**src/rtl/rtc_regport_pkg.sv**
```systemverilog
package rtc_regport_pkg;
  localparam int SLOT_A = 10;
  localparam int SLOT_B = 11;
  localparam int SLOT_C = 12;
  localparam int SLOT_D = 13;
  localparam logic [7:0] D_VALUE = 8'h80;

  // time and date slots forwarded to the engine
  function automatic logic is_time_slot(input int s);
    return (s == 0) || (s == 2) || (s == 4) || (s == 6) ||
           (s == 7) || (s == 8) || (s == 9);
  endfunction

  function automatic logic is_ctl_slot(input int s);
    return (s >= SLOT_A) && (s <= SLOT_D);
  endfunction

  // pend = {periodic, alarm, update}; summary in bit 7
  function automatic logic [7:0] flags_view(input logic [2:0] pend);
    return {|pend, pend, 4'h0};
  endfunction
endpackage

```
**src/rtl/rtc_idx_latch.sv**
```systemverilog
module rtc_idx_latch #(
  parameter int IDX_W = 7
) (
  input  logic             clk,
  input  logic             rst_n,
  input  logic             load,
  input  logic [IDX_W-1:0] nxt,
  output logic [IDX_W-1:0] idx
);
  always_ff @(posedge clk or negedge rst_n) begin
    if (!rst_n)    idx <= '0;
    else if (load) idx <= nxt;
  end
endmodule

```
**src/rtl/rtc_mode_regs.sv**
```systemverilog
module rtc_mode_regs #(
  parameter logic [7:0] A_INIT = 8'h26,
  parameter logic [7:0] B_INIT = 8'h02
) (
  input  logic       clk,
  input  logic       rst_n,
  input  logic       wr_a,
  input  logic       wr_b,
  input  logic [7:0] wdata,
  input  logic       busy_set,
  input  logic       busy_clr,
  output logic [7:0] reg_a,
  output logic [7:0] reg_b,
  output logic       uip
);
  logic [6:0] a_low_q;
  logic       uip_q;
  logic [7:0] b_q;

  always_ff @(posedge clk or negedge rst_n) begin
    if (!rst_n) begin
      a_low_q <= A_INIT[6:0];
      b_q     <= B_INIT;
    end else begin
      if (wr_a) a_low_q <= wdata[6:0];
      if (wr_b) b_q     <= wdata;
    end
  end

  always_ff @(posedge clk or negedge rst_n) begin
    if (!rst_n)                   uip_q <= A_INIT[7];
    else if (wr_b && wdata[7])    uip_q <= 1'b0;
    else if (busy_clr)            uip_q <= 1'b0;
    else if (busy_set && !b_q[7]) uip_q <= 1'b1;
  end

  assign reg_a = {uip_q, a_low_q};
  assign reg_b = b_q;
  assign uip   = uip_q;
endmodule

```
**src/rtl/rtc_flag_reg.sv**
```systemverilog
module rtc_flag_reg (
  input  logic       clk,
  input  logic       rst_n,
  input  logic       rd_clr,
  input  logic [2:0] sets,
  output logic [2:0] pend
);
  logic [2:0] pend_q;

  always_ff @(posedge clk or negedge rst_n) begin
    if (!rst_n) pend_q <= '0;
    else        pend_q <= (rd_clr ? 3'b000 : pend_q) | sets;
  end

  assign pend = pend_q;
endmodule

```
**src/rtl/rtc_byte_store.sv**
```systemverilog
module rtc_byte_store #(
  parameter int IDX_W = 7
) (
  input  logic             clk,
  input  logic             h_we,
  input  logic [IDX_W-1:0] h_idx,
  input  logic [7:0]       h_dat,
  input  logic             e_we,
  input  logic [IDX_W-1:0] e_idx,
  input  logic [7:0]       e_dat,
  input  logic [IDX_W-1:0] r_idx,
  output logic [7:0]       r_dat
);
  localparam int DEPTH = 1 << IDX_W;
  logic [7:0] mem [DEPTH];

  // host write placed last so it wins on a shared slot
  always_ff @(posedge clk) begin
    if (e_we) mem[e_idx] <= e_dat;
    if (h_we) mem[h_idx] <= h_dat;
  end

  assign r_dat = mem[r_idx];
endmodule

```
**src/rtl/rtc_regport.sv**
```systemverilog
module rtc_regport
  import rtc_regport_pkg::*;
#(
  parameter int         IDX_W  = 7,
  parameter logic [7:0] A_INIT = 8'h26,
  parameter logic [7:0] B_INIT = 8'h02
) (
  input  logic             clk,
  input  logic             rst_n,
  input  logic             bus_sel_data,
  input  logic             bus_wr,
  input  logic             bus_rd,
  input  logic [7:0]       bus_wdata,
  output logic [7:0]       bus_rdata,
  input  logic             busy_set,
  input  logic             busy_clr,
  input  logic             set_per,
  input  logic             set_alm,
  input  logic             set_upd,
  input  logic             eng_wr,
  input  logic [IDX_W-1:0] eng_idx,
  input  logic [7:0]       eng_dat,
  output logic             tload_vld,
  output logic [IDX_W-1:0] tload_idx,
  output logic [7:0]       tload_dat,
  output logic             irq,
  output logic [7:0]       cfg_a,
  output logic [7:0]       cfg_b
);
  logic [IDX_W-1:0] idx;
  int               slot;
  logic             data_wr, data_rd;
  logic             a_host_wr, b_host_wr, b_wr_set, c_rd_evt, store_wr;
  logic             set_any, uip;
  logic [2:0]       c_pend;
  logic [7:0]       reg_a, reg_b, store_q;

  assign slot      = int'(idx);
  assign data_wr   = bus_wr && bus_sel_data;
  assign data_rd   = bus_rd && bus_sel_data;
  assign a_host_wr = data_wr && (slot == SLOT_A);
  assign b_host_wr = data_wr && (slot == SLOT_B);
  assign b_wr_set  = b_host_wr && bus_wdata[7];
  assign c_rd_evt  = data_rd && (slot == SLOT_C);
  assign store_wr  = data_wr && !is_ctl_slot(slot);
  assign set_any   = set_per || set_alm || set_upd;

  rtc_idx_latch #(.IDX_W(IDX_W)) u_idx (
    .clk(clk), .rst_n(rst_n),
    .load(bus_wr && !bus_sel_data),
    .nxt(bus_wdata[IDX_W-1:0]),
    .idx(idx)
  );

  rtc_mode_regs #(.A_INIT(A_INIT), .B_INIT(B_INIT)) u_mode (
    .clk(clk), .rst_n(rst_n),
    .wr_a(a_host_wr), .wr_b(b_host_wr), .wdata(bus_wdata),
    .busy_set(busy_set), .busy_clr(busy_clr),
    .reg_a(reg_a), .reg_b(reg_b), .uip(uip)
  );

  rtc_flag_reg u_flags (
    .clk(clk), .rst_n(rst_n),
    .rd_clr(c_rd_evt),
    .sets({set_per, set_alm, set_upd}),
    .pend(c_pend)
  );

  rtc_byte_store #(.IDX_W(IDX_W)) u_store (
    .clk(clk),
    .h_we(store_wr), .h_idx(idx), .h_dat(bus_wdata),
    .e_we(eng_wr), .e_idx(eng_idx), .e_dat(eng_dat),
    .r_idx(idx), .r_dat(store_q)
  );

  always_comb begin
    if (!bus_sel_data)        bus_rdata = 8'h00;
    else if (slot == SLOT_A)  bus_rdata = reg_a;
    else if (slot == SLOT_B)  bus_rdata = reg_b;
    else if (slot == SLOT_C)  bus_rdata = flags_view(c_pend);
    else if (slot == SLOT_D)  bus_rdata = D_VALUE;
    else                      bus_rdata = store_q;
  end

  assign tload_vld = data_wr && is_time_slot(slot) && !reg_b[7];
  assign tload_idx = idx;
  assign tload_dat = bus_wdata;
  assign irq       = |c_pend;
  assign cfg_a     = reg_a;
  assign cfg_b     = reg_b;
endmodule

```
**config.mk**
```make
export PLATFORM = sky130hd
export DESIGN_NAME = rtc_regport
export DESIGN_NICKNAME = d
export VERILOG_FILES = /design/src/rtl/rtc_regport_pkg.sv /design/src/rtl/rtc_idx_latch.sv /design/src/rtl/rtc_mode_regs.sv /design/src/rtl/rtc_flag_reg.sv /design/src/rtl/rtc_byte_store.sv /design/src/rtl/rtc_regport.sv
export SDC_FILE = /design/constraint.sdc
export NUM_CORES = 2
export LEC_CHECK = 0
export BUFFER_PORTS_ARGS = -buffer_cell sky130_fd_sc_hd__buf_2
export CORE_ASPECT_RATIO = 1.2
export CORE_MARGIN = 4
export CORE_UTILIZATION = 50
export CTS_CLUSTER_SIZE = 24
export DETAILED_ROUTE_END_ITERATION = 6
export PLACE_DENSITY = 0.76
export SYNTH_ARGS = -nofsm -noshare
export SYNTH_HDL_FRONTEND = slang
export SYNTH_SLANG_ARGS = --single-unit
```
**constraint.sdc**
```tcl
create_clock -name clk -period 4.2 [get_ports clk]
set_clock_uncertainty 0.05 [all_clocks]
set_input_delay 0.42 -clock clk [delete_from_list [all_inputs] [get_ports clk]]
set_output_delay 0.42 -clock clk [all_outputs]
set_load 0.05 [all_outputs]
```
==> impl_metrics.ini <==
[setup_path]
cp_data_arrival_time_ns = 3.90
r2r_start = u_idx.idx[0]$_DFFE_PN0P_
crit_path_max_incr_delay_ns = 0.50
reg2reg_depth = 9
critPathBufInv = 7
worst_setup_path_start_kind = flop
cp_cell_sequence = buf_12 > buf_16 > buf_4 > buf_8 > buf_16 > buf_4 > mux4_2 > nand2_1 > a21o_1 > a31oi_4 > a21oi_4 > a41oi_2 > o221a_1 > buf_6
path_max_fanout = 12
critPathCaptureType = output port
worst-setup-path-type = flop to output port
required_ns = 3.73
r2r_slack_ns = 0.46
path_delay_family = buffers and inverters
r2r-end = u_store.mem[104][4]$_DFFE_PP_
cp_num_cells = 14
crit_slowest_cell = dfrtp_4

[floorplan]
initial_utilization = 0.506
die_w_um = 311
core-area_um2 = 109000
dieHeight_um = 371
dieArea_um2 = 115000
io_pins = 75
row_count = 132

[global_routing]
grt_usage = 0.290
antenna_found_initial = 4
overflow = 0
grt_use_met2 = 0.458
use_met3 = 0.0779
busiest_layer = met2
grt_pass1_vias = 34300
grt_use_met1 = 0.369
grt_start_max_net_pins = 128
grt_pass1_wl_um = 245000

[sta]
grt_setup_unrepaired = yes
tns_ns = -0.818
fin_crit_sh = 1.04
max_slew_margin = 0.195
slew_violations = 0
setup_ws_ns = -0.172
max_freq_mhz = 229
setup_viol = 8
finalHoldViolCount = 0
worst_hold_slack_ns = 0.145
tightest_slew_ns = 1.19
final.min_clock_period_ns = 4.37

[route]
dr_total_vias = 34300
routed_wl_um = 169000
via_per_inst = 6.90
postRouteAntennaNets = 0
drcViolationCount = 1
wl_per_cell_um = 34.0
first_pass_iters = 7
drtIter0Drc = 4941

[clocking]
htreeDepth = 3
clk_path_buf_depth = 3
root_buffer = clkbuf_16
numCtsBuffers = 102
cts_tree = built
cts_sinks = 1048
insertion_delay_ns = 0.72
path_clk_slew_ns = 0.06

[worst_hold_path]
whs_endpoint = u_mode.uip$_DFFE_PN0P_
hp-start = busy_set
min_path_cells = 3
hp-class = input port to flop

[yosys]
ys_ff_latch = 1048
yosysWarnings = 0
syn_area_um2 = 54900
avgSynthCellArea_um2 = 16.1
synth_edf_count = 1022
seq_area_frac_synth = 0.571
ys_types = 64
syn-num-nets = 3447
synth-main-ff-cell = edfxtp_1
async_reset_ff_frac = 0.0248
syn_inst = 3413

[final_layout]
area_growth_pct = 12.5
antenna_cells = 0
finish.instance_area_um2 = 61800
drive_gt1_frac = 0.560
final_util = 0.569
layout_common_cells = mux2_2 (1028), edfxtp_1 (1022), mux4_2 (270), buf_4 (253), clkbuf_16 (102)
nNetsFinal = 3510
mostFrequentLayoutCell = mux2_2
nFillCells = 8191

[power]
p_per_area_nw_per_um2 = 413
peakVddDrop_uv = 327
p_leak_nw = 19.8
power.total_mw = 25.5

[job]
drv_cap = 0

[placed_design]
dp_hpwl_um = 104000
io_buffers = 74
place_congestion = 0.964
dpl_cell_area_um2 = 57300

[outcome]
violations = design-rule violations, negative setup slack
status = finished with violations
==> layer usage <==
layer	up-vias	routed length, um	share of wire
met5	-	44	0.00026
met4	6	10100	0.060
met3	503	18800	0.11
met2	2379	79500	0.47
met1	17700	60400	0.36
li1	13700	-	-
==> through the flow <==
| step | setup WS (ns) | cells |
|---|---|---|
| 2_1_floorplan | 0.0246 | 3413 |
| 3_3_place_gp | 0.244 | 4719 |
| 3_5_place_dp | 0.200 | 4719 |
| 4_1_cts | -0.0793 | 4957 |
| 5_1_grt | -0.241 | 4967 |
| 6_report | -0.172 | 4967 |
==> registers in the layout (all words and copies together) (netlist names) <==
| signal | cells |
|---|---|
| u_flags.pend | 3 |
| u_mode.uip | 1 |
| u_store.mem | 1022 |
| u_mode.reg_b | 8 |
| u_mode.a_low_q | 7 |
| u_idx.idx | 7 |
==> cell usage after synthesis (3+ instances only) <==
cell | n | area, um^2
a211oi_1 | 14 | 105
a21o_1 | 4 | 30.0
a21oi_1 | 22 | 110
a221oi_1 | 4 | 35.0
a22o_1 | 5 | 43.8
a22oi_1 | 17 | 128
a311o_1 | 3 | 30.0
a31oi_1 | 7 | 43.8
a32oi_1 | 3 | 26.3
and2_1 | 5 | 31.3
and3_1 | 3 | 18.8
buf_1 | 19 | 71.3
buf_2 | 41 | 205
buf_4 | 28 | 210
buf_6 | 16 | 180
clkbuf_1 | 304 | 1140
dfrtp_1 | 22 | 551
dfstp_2 | 4 | 105
edfxtp_1 | 1022 | 30700
mux2_1 | 3 | 33.8
mux2_2 | 1029 | 11600
mux2i_1 | 49 | 490
mux4_2 | 270 | 6080
nand2_1 | 78 | 293
nand2_2 | 20 | 125
nand2b_1 | 9 | 56.3
nand3_1 | 34 | 170
nand3b_1 | 5 | 37.5
nand4_1 | 6 | 37.5
nor2_1 | 46 | 173
nor2_2 | 90 | 563
nor2b_1 | 25 | 156
nor3_1 | 12 | 60.1
nor4_1 | 4 | 25.0
o21ai_0 | 48 | 240
o221ai_1 | 4 | 35.0
o22ai_1 | 96 | 601
o311ai_0 | 3 | 26.3
or3_1 | 3 | 18.8
==> where the power goes <==
group | switching, mW | leakage (nW) | internal, mW
registers | 0.0843 | 9.50 | 11.6
logic | 2.68 | 8.69 | 1.92
clock network | 4.13 | 1.60 | 5.13
==> final cells by class <==
cell class                 instances  area [um^2]  share of cell area
tap                             1407         1760              0.0285
sequential                      1048        31400               0.508
clock inverter                    64          618              0.0100
timing repair buffer             371         3350              0.0542
clock buffer                     124         2660              0.0430
inverter                           3         11.3            0.000182
multi-input combinational       1950        22000               0.357
==> cell families (layout without fill, tap and decap cells) <==
logic type / after synthesis / after routing / synth area share
and+or+nand+nor: 352 / 352 / 0.0343
muxes: 1351 / 1351 / 0.331
DFF: 1048 / 1048 / 0.571
AOI/OAI and AO/OA: 247 / 247 / 0.0291
buffers and inverters: 415 / 562 / 0.0344
==> how the worst max path moves through the flow <==
stage | slack, ns | startpoint | endpoint
after floorplan | 0.02 | u_idx.idx[0]$_DFFE_PN0P_ | tload_vld
final | -0.17 | u_idx.idx[0]$_DFFE_PN0P_ | bus_rdata[3]
after detailed placement | 0.20 | u_idx.idx[0]$_DFFE_PN0P_ | bus_rdata[4]
after CTS | -0.08 | u_idx.idx[0]$_DFFE_PN0P_ | bus_rdata[4]
after global routing | -0.24 | u_idx.idx[0]$_DFFE_PN0P_ | bus_rdata[4]
after global placement | 0.24 | u_idx.idx[0]$_DFFE_PN0P_ | bus_rdata[4]
==> worst reg2reg max path: cells and delay by family (launching register included) <==
| family | cells | cell delay (ns) |
|---|---|---|
| AND/OR/NAND/NOR | 3 | 1.53 |
| flip-flops | 1 | 0.50 |
| buffers and inverters | 5 | 0.93 |
| AO/OA/AOI/OAI | 1 | 0.44 |
==> what timing repair did <==
action / in CTS / in global routing
setup buffers: 39 / 12
gates cloned: 7 / 0
pin swaps: 15 / 16
endpoints found under the setup margin: 8 / 8
hold buffers: 8 / 0
gates resized for setup: 97 / 23
endpoints found under the hold margin: 26 / 0
Note: power is estimated with default switching activity, not from simulation.
